### config.mk
export PLATFORM = sky130hd
export DESIGN_NAME = pulse_width_timer
export DESIGN_NICKNAME = d
export VERILOG_FILES = /design/src/rtl/pwt_pkg.sv /design/src/rtl/pwt_prescaler.sv /design/src/rtl/pwt_ctrl.sv /design/src/rtl/pwt_datapath.sv /design/src/rtl/pulse_width_timer.sv
export SDC_FILE = /design/constraint.sdc
export NUM_CORES = 1
export LEC_CHECK = 0
export BUFFER_PORTS_ARGS = -buffer_cell sky130_fd_sc_hd__buf_2
export CAP_MARGIN = 20
export CORE_AREA = 2 2 94 96
export DETAILED_ROUTE_END_ITERATION = 10
export DIE_AREA = 0 0 96 98
export HOLD_SLACK_MARGIN = 0.02
export PLACE_DENSITY_LB_ADDON = 0.12
export SLEW_MARGIN = 30
export SYNTH_ARGS = -nofsm -noshare
export SYNTH_HDL_FRONTEND = slang
export SYNTH_SLANG_ARGS = --single-unit
### constraint.sdc
create_clock -name clk -period 2.25 [get_ports clk]
set_input_delay 0 -clock clk [delete_from_list [all_inputs] [get_ports clk]]
set_output_delay 0 -clock clk [all_outputs]
set_load 0.02 [all_outputs]
### src/rtl/pwt_pkg.sv
package pwt_pkg;
  localparam int ADDR_W = 3;
  localparam int DATA_W = 16;

  localparam logic [ADDR_W-1:0] ADDR_MODE   = 3'd0;
  localparam logic [ADDR_W-1:0] ADDR_PRE_A  = 3'd1;
  localparam logic [ADDR_W-1:0] ADDR_PRE_B  = 3'd2;
  localparam logic [ADDR_W-1:0] ADDR_COUNT  = 3'd3;
  localparam logic [ADDR_W-1:0] ADDR_CAPT   = 3'd4;
  localparam logic [ADDR_W-1:0] ADDR_STATUS = 3'd5;

  // strobes from control to datapath
  typedef struct packed {
    logic clearCnt;
    logic countEn;
    logic doCapture;
    logic cfgLock;
  } pwtStrobe_t;
endpackage

### src/rtl/pwt_prescaler.sv
module pwt_prescaler #(
  parameter int RATIO_W = 8
) (
  input  logic               clk,
  input  logic               rstN,
  input  logic               run,
  input  logic               restart,
  input  logic [RATIO_W-1:0] ratio,
  output logic               tick
);
  logic [RATIO_W-1:0] phase;

  assign tick = run && (phase == ratio);

  always_ff @(posedge clk or negedge rstN) begin
    if (!rstN)                       phase <= '0;
    else if (!run || restart)        phase <= '0;
    else if (phase == ratio)         phase <= '0;
    else                             phase <= phase + 1'b1;
  end
endmodule

### src/rtl/pwt_ctrl.sv
module pwt_ctrl
  import pwt_pkg::*;
(
  input  logic       clk,
  input  logic       rstN,
  input  logic       unitEn,
  input  logic       startTrig,
  input  logic       stopTrig,
  input  logic       pinIn,
  input  logic       lowLevel,
  output pwtStrobe_t strobe,
  output logic       irq
);
  typedef enum logic [1:0] {S_IDLE, S_WAIT, S_COUNT} state_t;

  state_t state, stateNext;
  logic   syncA, syncB, prevB;
  logic   riseEdge, fallEdge, startEdge, capEdge;

  always_ff @(posedge clk or negedge rstN) begin
    if (!rstN) begin
      syncA <= 1'b0; syncB <= 1'b0; prevB <= 1'b0;
    end else if (!unitEn) begin
      syncA <= 1'b0; syncB <= 1'b0; prevB <= 1'b0;
    end else begin
      syncA <= pinIn; syncB <= syncA; prevB <= syncB;
    end
  end

  always_comb begin
    riseEdge  = syncB && !prevB;
    fallEdge  = !syncB && prevB;
    startEdge = lowLevel ? fallEdge : riseEdge;
    capEdge   = lowLevel ? riseEdge : fallEdge;

    strobe.clearCnt  = (state == S_WAIT) && startEdge && !stopTrig;
    strobe.doCapture = (state == S_COUNT) && capEdge && !stopTrig;
    strobe.countEn   = (state == S_COUNT) && !capEdge && !stopTrig;
    strobe.cfgLock   = (state != S_IDLE);

    stateNext = state;
    if (stopTrig)                              stateNext = S_IDLE;
    else if (startTrig)                        stateNext = S_WAIT;
    else if (state == S_WAIT && startEdge)     stateNext = S_COUNT;
    else if (state == S_COUNT && capEdge)      stateNext = S_WAIT;
  end

  always_ff @(posedge clk or negedge rstN) begin
    if (!rstN) begin
      state <= S_IDLE; irq <= 1'b0;
    end else if (!unitEn) begin
      state <= S_IDLE; irq <= 1'b0;
    end else begin
      state <= stateNext; irq <= strobe.doCapture;
    end
  end

  // interrupt lasts a single cycle
  a_r4_irq_single: assert property (@(posedge clk) disable iff (!rstN)
    irq |=> !irq);
  // stop trigger disarms the channel
  a_r6_stop_disarms: assert property (@(posedge clk) disable iff (!rstN)
    stopTrig |=> !strobe.cfgLock);
  // start trigger arms the channel
  a_r1_start_arms: assert property (@(posedge clk) disable iff (!rstN || !unitEn)
    (startTrig && !stopTrig) |=> strobe.cfgLock);
endmodule

### src/rtl/pwt_datapath.sv
module pwt_datapath
  import pwt_pkg::*;
#(
  parameter int CNT_W   = 16,
  parameter int RATIO_W = 8
) (
  input  logic              clk,
  input  logic              rstN,
  input  logic              unitEn,
  input  pwtStrobe_t        strobe,
  input  logic              wrEn,
  input  logic [ADDR_W-1:0] wrAddr,
  input  logic [DATA_W-1:0] wrData,
  input  logic [ADDR_W-1:0] rdAddr,
  output logic [DATA_W-1:0] rdData,
  output logic              lowLevel
);
  localparam int NUM_SRC = 2;

  logic [1:0]         modeQ;
  logic [RATIO_W-1:0] ratioQ [NUM_SRC];
  logic [NUM_SRC-1:0] tickV;
  logic [CNT_W-1:0]   cntQ, capQ;
  logic               wrapSeen, ovfQ, tickSel, wrOk;

  assign wrOk     = wrEn && unitEn && !strobe.cfgLock;
  assign lowLevel = modeQ[1];
  assign tickSel  = tickV[modeQ[0]];

  always_ff @(posedge clk or negedge rstN) begin
    if (!rstN)                                modeQ <= '0;
    else if (!unitEn)                         modeQ <= '0;
    else if (wrOk && wrAddr == ADDR_MODE)     modeQ <= wrData[1:0];
  end

  for (genvar i = 0; i < NUM_SRC; i++) begin : g_src
    localparam logic [ADDR_W-1:0] MY_ADDR = ADDR_PRE_A + ADDR_W'(i);

    always_ff @(posedge clk or negedge rstN) begin
      if (!rstN)                            ratioQ[i] <= '0;
      else if (!unitEn)                     ratioQ[i] <= '0;
      else if (wrOk && wrAddr == MY_ADDR)   ratioQ[i] <= wrData[RATIO_W-1:0];
    end

    pwt_prescaler #(.RATIO_W(RATIO_W)) i_pre (
      .clk     (clk),
      .rstN    (rstN),
      .run     (unitEn),
      .restart (strobe.clearCnt),
      .ratio   (ratioQ[i]),
      .tick    (tickV[i])
    );
  end

  always_ff @(posedge clk or negedge rstN) begin
    if (!rstN) begin
      cntQ <= '0; capQ <= '0; wrapSeen <= 1'b0; ovfQ <= 1'b0;
    end else if (!unitEn) begin
      cntQ <= '0; capQ <= '0; wrapSeen <= 1'b0; ovfQ <= 1'b0;
    end else begin
      if (strobe.clearCnt) begin
        cntQ     <= '0;
        wrapSeen <= 1'b0;
      end else if (strobe.countEn && tickSel) begin
        cntQ <= cntQ + 1'b1;
        if (&cntQ) wrapSeen <= 1'b1;
      end
      if (strobe.doCapture) begin
        capQ <= cntQ;
        ovfQ <= wrapSeen;
      end
    end
  end

  always_comb begin
    rdData = '0;
    case (rdAddr)
      ADDR_MODE:   rdData = DATA_W'(modeQ);
      ADDR_PRE_A:  rdData = DATA_W'(ratioQ[0]);
      ADDR_PRE_B:  rdData = DATA_W'(ratioQ[1]);
      ADDR_COUNT:  rdData = DATA_W'(cntQ);
      ADDR_CAPT:   rdData = DATA_W'(capQ);
      ADDR_STATUS: rdData = DATA_W'({ovfQ, strobe.cfgLock});
      default:     rdData = '0;
    endcase
  end

  // start edge zeroes the counter
  a_r2_start_clears: assert property (@(posedge clk) disable iff (!rstN || !unitEn)
    strobe.clearCnt |=> (cntQ == '0));
  // counter frozen while not counting
  a_r5_hold_idle: assert property (@(posedge clk) disable iff (!rstN || !unitEn)
    (!strobe.countEn && !strobe.clearCnt) |=> $stable(cntQ));
  // overflow bit changes only at a capture
  a_r3_ovf_only_capture: assert property (@(posedge clk) disable iff (!rstN || !unitEn)
    !strobe.doCapture |=> $stable(ovfQ));
  // configuration locked while enabled
  a_r7_cfg_locked: assert property (@(posedge clk) disable iff (!rstN || !unitEn)
    strobe.cfgLock |=> ($stable(modeQ) && $stable(ratioQ[0]) && $stable(ratioQ[1])));
endmodule

### src/rtl/pulse_width_timer.sv
module pulse_width_timer
  import pwt_pkg::*;
#(
  parameter int CNT_W   = 16,
  parameter int RATIO_W = 8
) (
  input  logic              clk,
  input  logic              rstN,
  input  logic              unitEn,
  input  logic              wrEn,
  input  logic [ADDR_W-1:0] wrAddr,
  input  logic [DATA_W-1:0] wrData,
  input  logic [ADDR_W-1:0] rdAddr,
  output logic [DATA_W-1:0] rdData,
  input  logic              startTrig,
  input  logic              stopTrig,
  input  logic              pinIn,
  output logic              irq
);
  pwtStrobe_t strobe;
  logic       lowLevel;

  pwt_ctrl i_ctrl (
    .clk       (clk),
    .rstN      (rstN),
    .unitEn    (unitEn),
    .startTrig (startTrig),
    .stopTrig  (stopTrig),
    .pinIn     (pinIn),
    .lowLevel  (lowLevel),
    .strobe    (strobe),
    .irq       (irq)
  );

  pwt_datapath #(.CNT_W(CNT_W), .RATIO_W(RATIO_W)) i_dp (
    .clk      (clk),
    .rstN     (rstN),
    .unitEn   (unitEn),
    .strobe   (strobe),
    .wrEn     (wrEn),
    .wrAddr   (wrAddr),
    .wrData   (wrData),
    .rdAddr   (rdAddr),
    .rdData   (rdData),
    .lowLevel (lowLevel)
  );
endmodule

Word level (Yosys, flattened, before mapping)
Index checks and enable logic that the tools add are counted.
W data, S select, Z words.
Word-level totals
  flip-flop bits (word level): 74
  bits in latches: 0
  bits in writable memories: 0
  memory bits (read-only): 0
  word-level logic and storage cells: 99
  memories kept: 0
Cells by class
  $add $sub $neg: 3
  $mul: 0
  div/mod/pow operators: 0
  order comparisons: 1
  equality and inequality tests: 18
  shifts and indexed selects: 0
  mux-type cells: 35
  bitwise logic cells: 0
  reductions and logical operators: 28
Operators by type and width (number)
  $pmux W16 S6: 1
  $mux W16: 5
  $mux W8: 8
  $add A16 B1 Y16 const B: 1
  $add A8 B1 Y8 const B: 2
  $eq A8 B8 Y1: 2
  $logic_and A1 B1 Y1: 16
  $reduce_and A16 Y1: 1
  $mux W1: 14
  $mux W2: 7
  $eq A3 B2 Y1 const B: 3
  $ne A2 B1 Y1 const B: 4
  $eq A3 B1 Y1 const B: 2
  $eq A3 B3 Y1 const B: 2
  $logic_not A1 Y1: 6
  $logic_not A3 Y1: 2
  $ne A3 B1 Y1 const B: 2
  $ne A5 B1 Y1 const B: 1
  $eq A2 B1 Y1 const B: 1
  $eq A2 B2 Y1 const B: 1
  $lt A1 B2 Y1 const B: 1
  $reduce_and A2 Y1: 1
  $reduce_bool A2 Y1: 1
  $logic_or A1 B1 Y1: 1

Logic depth before layout (Yosys ltp)
Gate-level depths: netlist of run 1.
  depth in word-level cells: 10
  mapped depth: 7
  mapped depth without buffers: 6

Modules after synthesis
From an unflattened synthesis of run 1, not the netlist that was laid out.
Second synthesis, totals
  cells, all modules: 395
  area total of the unflattened synthesis: 4209.0 µm²
By module, submodules not included
  pwt_datapath: times used 1, cells each 265, area each 2780.2 µm², seq. area each 1301.2 µm²
  pwt_prescaler: times used 2, cells each 47, area each 521.8 µm², seq. area each 200.2 µm²
  pwt_ctrl: times used 1, cells each 36, area each 385.4 µm², seq. area each 150.1 µm²

Worst setup path after synthesis of run 1
No wires, ideal clock.
  path kind: reg2reg
  from: reg i_dp.ratioQ[7] (netlist bit)
  to: reg i_dp.cntQ[12]
  data arrival time: 1.771 ns
  required time: 2.122 ns
  path slack: 0.352 ns
  cell stages (with the launch flop): 6
  buffers on the path: 0
  period minus slack after synthesis: 1.898 ns
  cells stage by stage: dfrtp_1 xor2_1 nor4_4 nand4_4 a2111oi_4 mux2_1
On the way
  cells in the longest elaborated chain, start to end: 6
Ends and longest elaborated chain
  start, declared: line pwt_datapath.sv:21  | logic [RATIO_W-1:0] ratioQ [NUM_SRC];
  start signal, assigned by index: line pwt_datapath.sv:42  | else if (wrOk && wrAddr == MY_ADDR) ratioQ[i] <= wrData[RATIO_W-1:0];
  $eq A8 B8 Y1: line pwt_prescaler.sv:13  | assign tick = run && (phase == ratio);
  $logic_and A1 B1 Y1: line pwt_prescaler.sv:13
  $mux W1 (implied by the code) (2 in a row): line pwt_datapath.sv:28  | assign tickSel = tickV[modeQ[0]];
  $logic_and A1 B1 Y1: line pwt_datapath.sv:64  | end else if (strobe.countEn && tickSel) begin
  $ne A3 B1 Y1 (no line)
  end signal, assigned: line pwt_datapath.sv:65  | cntQ <= cntQ + 1'b1;
  end, declared: line pwt_datapath.sv:23  | logic [CNT_W-1:0] cntQ, capQ;
No other way between the ends. The select of a mux whose other input is x is not followed.
A chain may end at the register's enable or synchronous reset.

Worst setup path after layout of run 1
  from: reg i_dp.ratioQ[1] (netlist bit)
  to: reg i_dp.cntQ[12]
The elaborated chain is that of the path after synthesis.

==> flow_summary.ini, run 1 <==
[run_status]
run_status = finished, final reports clean

[logic_synthesis]
ys_ff_latch = 74
yosysMostFrequentCell = dfrtp_1
yosys_warnings = 0
synth_cell_types = 49
avgSynthCellArea_um2 = 10.32
synthTopCellsByCount = dfrtp_1 (74), nor2_1 (46), nand2_1 (32), a22o_1 (26), xor2_1 (24)
ys.flop_type = dfrtp_1
syn_nets = 427
synth_edf_count = 0
synth_area_leader_cell = dfrtp_1
async_flop_share_pct = 100.0
synth_top_area_share_pct = 45.44
synth_area_leaders = dfrtp_1 (45%), a22o_1 (5.6%), mux2i_1 (5.2%)
syn_inst = 395
netlist_area_um2 = 4075
ys_seq_area_share_pct = 45.44

[floorplan]
rows = 34
die_y_um = 98
fp.dieW_um = 96
start_util_pct = 48.14
core_area_um2 = 8466
ios = 46
dieArea_um2 = 9408

[critical_path]
crit_cells = 5
path_max_fanout = 3
worstPathCellList = xor2_1 -> nor4_4 -> nand4_4 -> a2111oi_4 -> mux2_1
r2r_end = i_dp.cntQ[12]$_DFFE_PN0P_
cp_slowest_cell = dfrtp_1
cp_top_family = simple AND/OR/NAND/NOR gates
cp.required_ps = 2490
crit_buf_inv = 0
crit_arrival_ps = 2310
start_kind = register
r2r_slack_ps = 190
critical_path.max_stage_delay_ps = 420
endpoint_kind = register
crit_type = reg -> reg
r2r-start = i_dp.ratioQ[1]$_DFFE_PN0P_
ff2ff_path_depth = 5

[timing]
slew_headroom_pct = 53.99
tightest_slew_ps = 690.2
worst_clock_skew_ps = 8.977
slew_viol_final = 0
period_needed_ps = 2061
finalSetupTns_ps = 0
setup_viol = 0
clock.fmax_mhz = 485.3
fin_crit_sh_pct = 91.59
rsz0062_at_grt = false
hold_violations = 0

[cts]
clkTransAtPathRegs_ps = 80
cts_tree = built
numCtsBuffers = 9
clock_latency_ps = 360
clock-sinks = 74
clk_path_buf_depth = 2
cts_root_buf = clkbuf_8
htree_levels = 3
post_cts_buffers = 0

[pwr]
power.density_nw_per_um2 = 544.0
irDropWorstVdd_uv = 351.6
p_leak_uw = 0.002297

[routing]
dr.first_iter.drc_count = 124
wl_per_cell_um = 17.48
drc = 0
ant_nets = 0
avgViaCountPerCell = 5.683
routed_wl_um = 9717
drt-pass1-iter-count = 4
routed-via-count = 3160

[global_route]
grt_pass1_wl_um = 16070
grt_pass1_vias = 3102
grtUsageTotal_pct = 22.11
grt_max_degree = 75
grt_overflow = 0
antenna_found_initial = 0

[final_layout]
area_growth_syn_to_layout_pct = 14.83
fillers = 752
finalNetCount = 477
fin_util_pct = 55.28
drive_gt1_share_pct = 18.30
num_antenna_cells = 0

[placement]
dpl.hpwl_um = 6688
numPortBuffers = 37
gp_congestion = 0.7945

[hold_path]
hold_path_class = in -> reg
whs_path_depth = 4
min_from = wrAddr[1]
min_to = i_dp.modeQ[0]$_DFFE_PN0P_

[flow_run]
cap_violations = 0
## sequential cells by signal (all words and copies together), names as in the netlist
register                flops
i_dp.g_src.i_pre.phase     16
i_ctrl.irq                  1
i_ctrl.syncA                1
i_dp.cntQ                  16
i_dp.ovfQ                   1
i_dp.ratioQ                16
i_dp.modeQ                  2
i_dp.capQ                  16
i_dp.wrapSeen               1
i_ctrl.syncB                1
i_ctrl.prevB                1
i_ctrl.state                2
## per-stage QoR
step           hold slack (ps)  total power [uW]  instances  setup slack, ps  cell area, um2
2_1_floorplan           -295.6              1480        395            351.6            4075
3_3_place_gp             178.5              1561        527            247.2            4353
3_5_place_dp             179.0              1564        527            212.6            4353
4_1_cts                  34.40              2553        556            176.6            4676
5_1_grt                  69.63              2661        556            56.62            4679
6_report                 44.49              2546        556            189.2            4679
## worst max path at each step
stage / start / to / slack (ps)
final: i_dp.ratioQ[1]$_DFFE_PN0P_ / i_dp.cntQ[12]$_DFFE_PN0P_ / 190
after global routing: i_dp.g_src[0].i_pre.phase[0]$_DFF_PN0_ / i_dp.cntQ[15]$_DFFE_PN0P_ / 60
after CTS: i_dp.ratioQ[1]$_DFFE_PN0P_ / i_dp.cntQ[12]$_DFFE_PN0P_ / 180
after detailed placement: i_dp.ratioQ[1]$_DFFE_PN0P_ / i_dp.cntQ[12]$_DFFE_PN0P_ / 210
after global placement: i_dp.modeQ[1]$_DFFE_PN0P_ / i_dp.cntQ[13]$_DFFE_PN0P_ / 250
after floorplan: i_dp.ratioQ[7]$_DFFE_PN0P_ / i_dp.cntQ[12]$_DFFE_PN0P_ / 350
## logic make-up after synthesis
logic type / after synthesis / share of synthesized area (%)
xor+xnor: 28 / 6.018
flops: 74 / 45.44
mux: 33 / 8.750
compound gates: 87 / 15.84
simple gates: 143 / 19.71
buf+inv: 27 / 3.315
fa+ha+maj: 3 / 0.9212
## power by group
part,switching (uW),internal (uW)
Combinational,123,75.8
Clock,495,495
Sequential,16.6,1340
Total,635,1910
## layer usage
metal / share of wire [%] / wire length [um] / global-route usage [%] / up-vias
li1: - / - / - / 1534
met1: 48 / 4633 / 31.43 / 1558
met2: 48 / 4643 / 33.92 / 55
met3: 3.0 / 294 / 3.395 / 13
met4: 1.5 / 146 / 8.352 / 0
met5: 0 / 0 / 0 / -
## layout make-up
type | instances | area [um2] | share of cell area (%)
Multi-Input combinational cell | 294 | 2088 | 44.63
Sequential cell | 74 | 1852 | 39.57
Timing Repair Buffer | 62 | 416.7 | 8.904
Tap cell | 108 | 135.1 | 2.888
Clock buffer | 10 | 127.6 | 2.727
Clock inverter | 4 | 45.04 | 0.9626
Inverter | 4 | 15.01 | 0.3209
## worst register-to-register path, cell delays in order, from the launching register on
cell       delay, ps
dfrtp_1          420
xor2_1           210
nor4_4           420
nand4_4          180
a2111oi_4        380
mux2_1           350
## placed cells by master (no fill, tap or decap), drive strengths merged, types with 3 or more instances in the layout
master | Yosys | routed
nor4 | 4 | 4
inv | 4 | 4
nand2b | 4 | 4
a2111o | 9 | 9
dfrtp | 74 | 74
a22oi | 7 | 7
a21oi | 15 | 15
nor3b | 4 | 4
mux2 | 11 | 11
dlygate4sd3 | 0 | 15
mux2i | 21 | 21
xor2 | 24 | 24
nand3b | 5 | 5
xnor2 | 4 | 4
and2 | 5 | 5
o21ai | 24 | 24
ha | 3 | 3
nor3 | 5 | 5
buf | 14 | 47
nand2 | 32 | 32
nand3 | 15 | 15
clkinv | 0 | 3
nor2 | 46 | 46
and3 | 8 | 8
clkbuf | 9 | 10
nand4 | 5 | 5
a22o | 26 | 26
## what timing repair did
action / in CTS / in global routing
resized for setup: 0 / 0
hold endpoints to repair: 97 / 0
hold buffers: 15 / 0
No activity file was read; power rests on OpenSTA's default activity.
==> inputs of run 2 (changes only) <==
- PLACE_DENSITY_LB_ADDON: 0.12 -> 0.15
==> run 2 against run 1 <==
Net effect: die area stayed put; worst hold slack worse by 3.7 ps; power rose by 1.5%; clock power up 4%; highest routed layer unchanged.
==> flow_summary.ini, run 2 (synthesized netlist as in run 1, its figures left out) <==
[critical_path]
cp.required_ps = 2500
worstPathCellList = xor2_1 -> nor4_4 -> nand4b_2 -> a2111oi_4 -> mux2_1
crit_arrival_ps = 2300
cp_slowest_cell = dfrtp_1
r2r_end = i_dp.cntQ[12]$_DFFE_PN0P_
crit_buf_inv = 0
r2r-start = i_dp.g_src[0].i_pre.phase[0]$_DFF_PN0_
cp_top_family = simple AND/OR/NAND/NOR gates
ff2ff_path_depth = 5
crit_type = reg -> reg
critical_path.max_stage_delay_ps = 450
crit_path_start = i_dp.g_src[0].i_pre.phase[0]$_DFF_PN0_
start_kind = register
path_max_fanout = 6
r2r_slack_ps = 200
endpoint_kind = register
cp-endpoint = i_dp.cntQ[12]$_DFFE_PN0P_
crit_cells = 5

[placement]
placed_cell_area_um2 = 4338
gp_congestion = 0.8539
dpl.hpwl_um = 6416
numPortBuffers = 37
place_ws_ps = 218.7

[global_route]
grtUsageTotal_pct = 21.89
antenna_found_initial = 0
grt_pass1_wl_um = 16040
grt_max_degree = 75
grt_pass1_vias = 3187
grt_overflow = 0

[cts]
htree_levels = 3
cts_root_buf = clkbuf_8
clk_path_buf_depth = 2
clock_latency_ps = 360
clock-sinks = 74
post_cts_resize_count = 0
cts_tree = built
numCtsBuffers = 9
clkTransAtPathRegs_ps = 90

[final_layout]
drive_gt1_share_pct = 18.49
layout_common_cells = dfrtp_1 (74), nor2_1 (46), buf_2 (36), nand2_1 (32), a22o_1 (26)
fillers = 753
area_growth_syn_to_layout_pct = 15.23
finalNetCount = 476
num_antenna_cells = 0
final_common_cell = dfrtp_1
final_area_um2 = 4696

[timing]
layout_setup_ws_ps = 195.8
slew_headroom_pct = 47.49
tightest_slew_ps = 787.7
rsz0062_at_grt = false
hold_violations = 0
setup_viol = 0
fin_crit_sh_pct = 91.30
clock.fmax_mhz = 486.8
period_needed_ps = 2054
slew_viol_final = 0
worst_clock_skew_ps = 12.37
finalSetupTns_ps = 0

[hold_path]
hold_path_class = in -> reg

[routing]
dr.first_iter.drc_count = 224
routed_wl_um = 9197
routed-via-count = 3181
drc = 0
ant_nets = 0
drt-pass1-iter-count = 4
avgViaCountPerCell = 5.711
wl_per_cell_um = 16.51

[floorplan]
dieArea_um2 = 9408
fp.dieW_um = 96
ios = 46
die_y_um = 98
rows = 34
start_util_pct = 48.14
core_area_um2 = 8466

[flow_run]
cap_violations = 0

[pwr]
irDropWorstVdd_uv = 311.8
power.density_nw_per_um2 = 550.4
p_leak_uw = 0.002287

[run_status]
run_status = finished, final reports clean
-- run 2: how the worst min path moves through the flow --
stage / start / endpoint / slack, ps / cells after the start
after floorplan: rstN / i_ctrl.irq$_DFF_PN0_ / -300 / 0
after global placement: startTrig / i_ctrl.state[1]$_DFFE_PN0P_ / 170 / 2
after detailed placement: startTrig / i_ctrl.state[1]$_DFFE_PN0P_ / 180 / 2
after CTS: wrAddr[0] / i_dp.modeQ[0]$_DFFE_PN0P_ / 30 / 4
after global routing: wrAddr[1] / i_dp.modeQ[0]$_DFFE_PN0P_ / 90 / 4
final: wrAddr[0] / i_dp.modeQ[0]$_DFFE_PN0P_ / 40 / 4
-- run 2: worst min-delay path, delay by kind of cell --
family / cells / cell delay, ps
mux: 1 / 120
simple gates: 2 / 150
buf+inv: 1 / 100
-- run 2: routing by layer --
layer | wire (um) | vias up | global-route usage, %
li1 | - | 1535 | -
met5 | 0 | - | 0
met2 | 4201 | 70 | 32.91
met1 | 4442 | 1569 | 31.84
met3 | 467 | 7 | 3.704
met4 | 86 | 0 | 7.692
-- run 2: through the flow --
step | power [uW] | hold slack (ps) | utilization [%] | instances
3_3_place_gp | 1560 | 171.0 | 51.24 | 525
6_report | 2585 | 40.79 | 55.47 | 557
3_5_place_dp | 1563 | 179.6 | 51.24 | 525
4_1_cts | 2608 | 28.21 | 55.42 | 557
2_1_floorplan | 1480 | -295.6 | - | 395
5_1_grt | 2709 | 92.45 | 55.47 | 557
-- run 2: timing repair --
action,CTS,global route
buffers inserted,0,0
hold buffers,16,0
endpoints found under the hold margin,97,0
-- run 2: where the power goes --
| part | switching, uW | internal (uW) |
|---|---|---|
| Clock | 523 | 507 |
| Sequential | 15.6 | 1340 |
| Combinational | 123 | 76.6 |
| Total | 661 | 1920 |
-- run 2: area by class of cell --
cell class | count | area [um2] | share of cell area [%]
Tap cell | 108 | 135.1 | 2.878
Inverter | 4 | 15.01 | 0.3197
Multi-Input combinational cell | 294 | 2088 | 44.47
Timing Repair Buffer | 61 | 411.6 | 8.766
Clock buffer | 9 | 123.9 | 2.638
Clock inverter | 7 | 70.07 | 1.492
Sequential cell | 74 | 1852 | 39.44
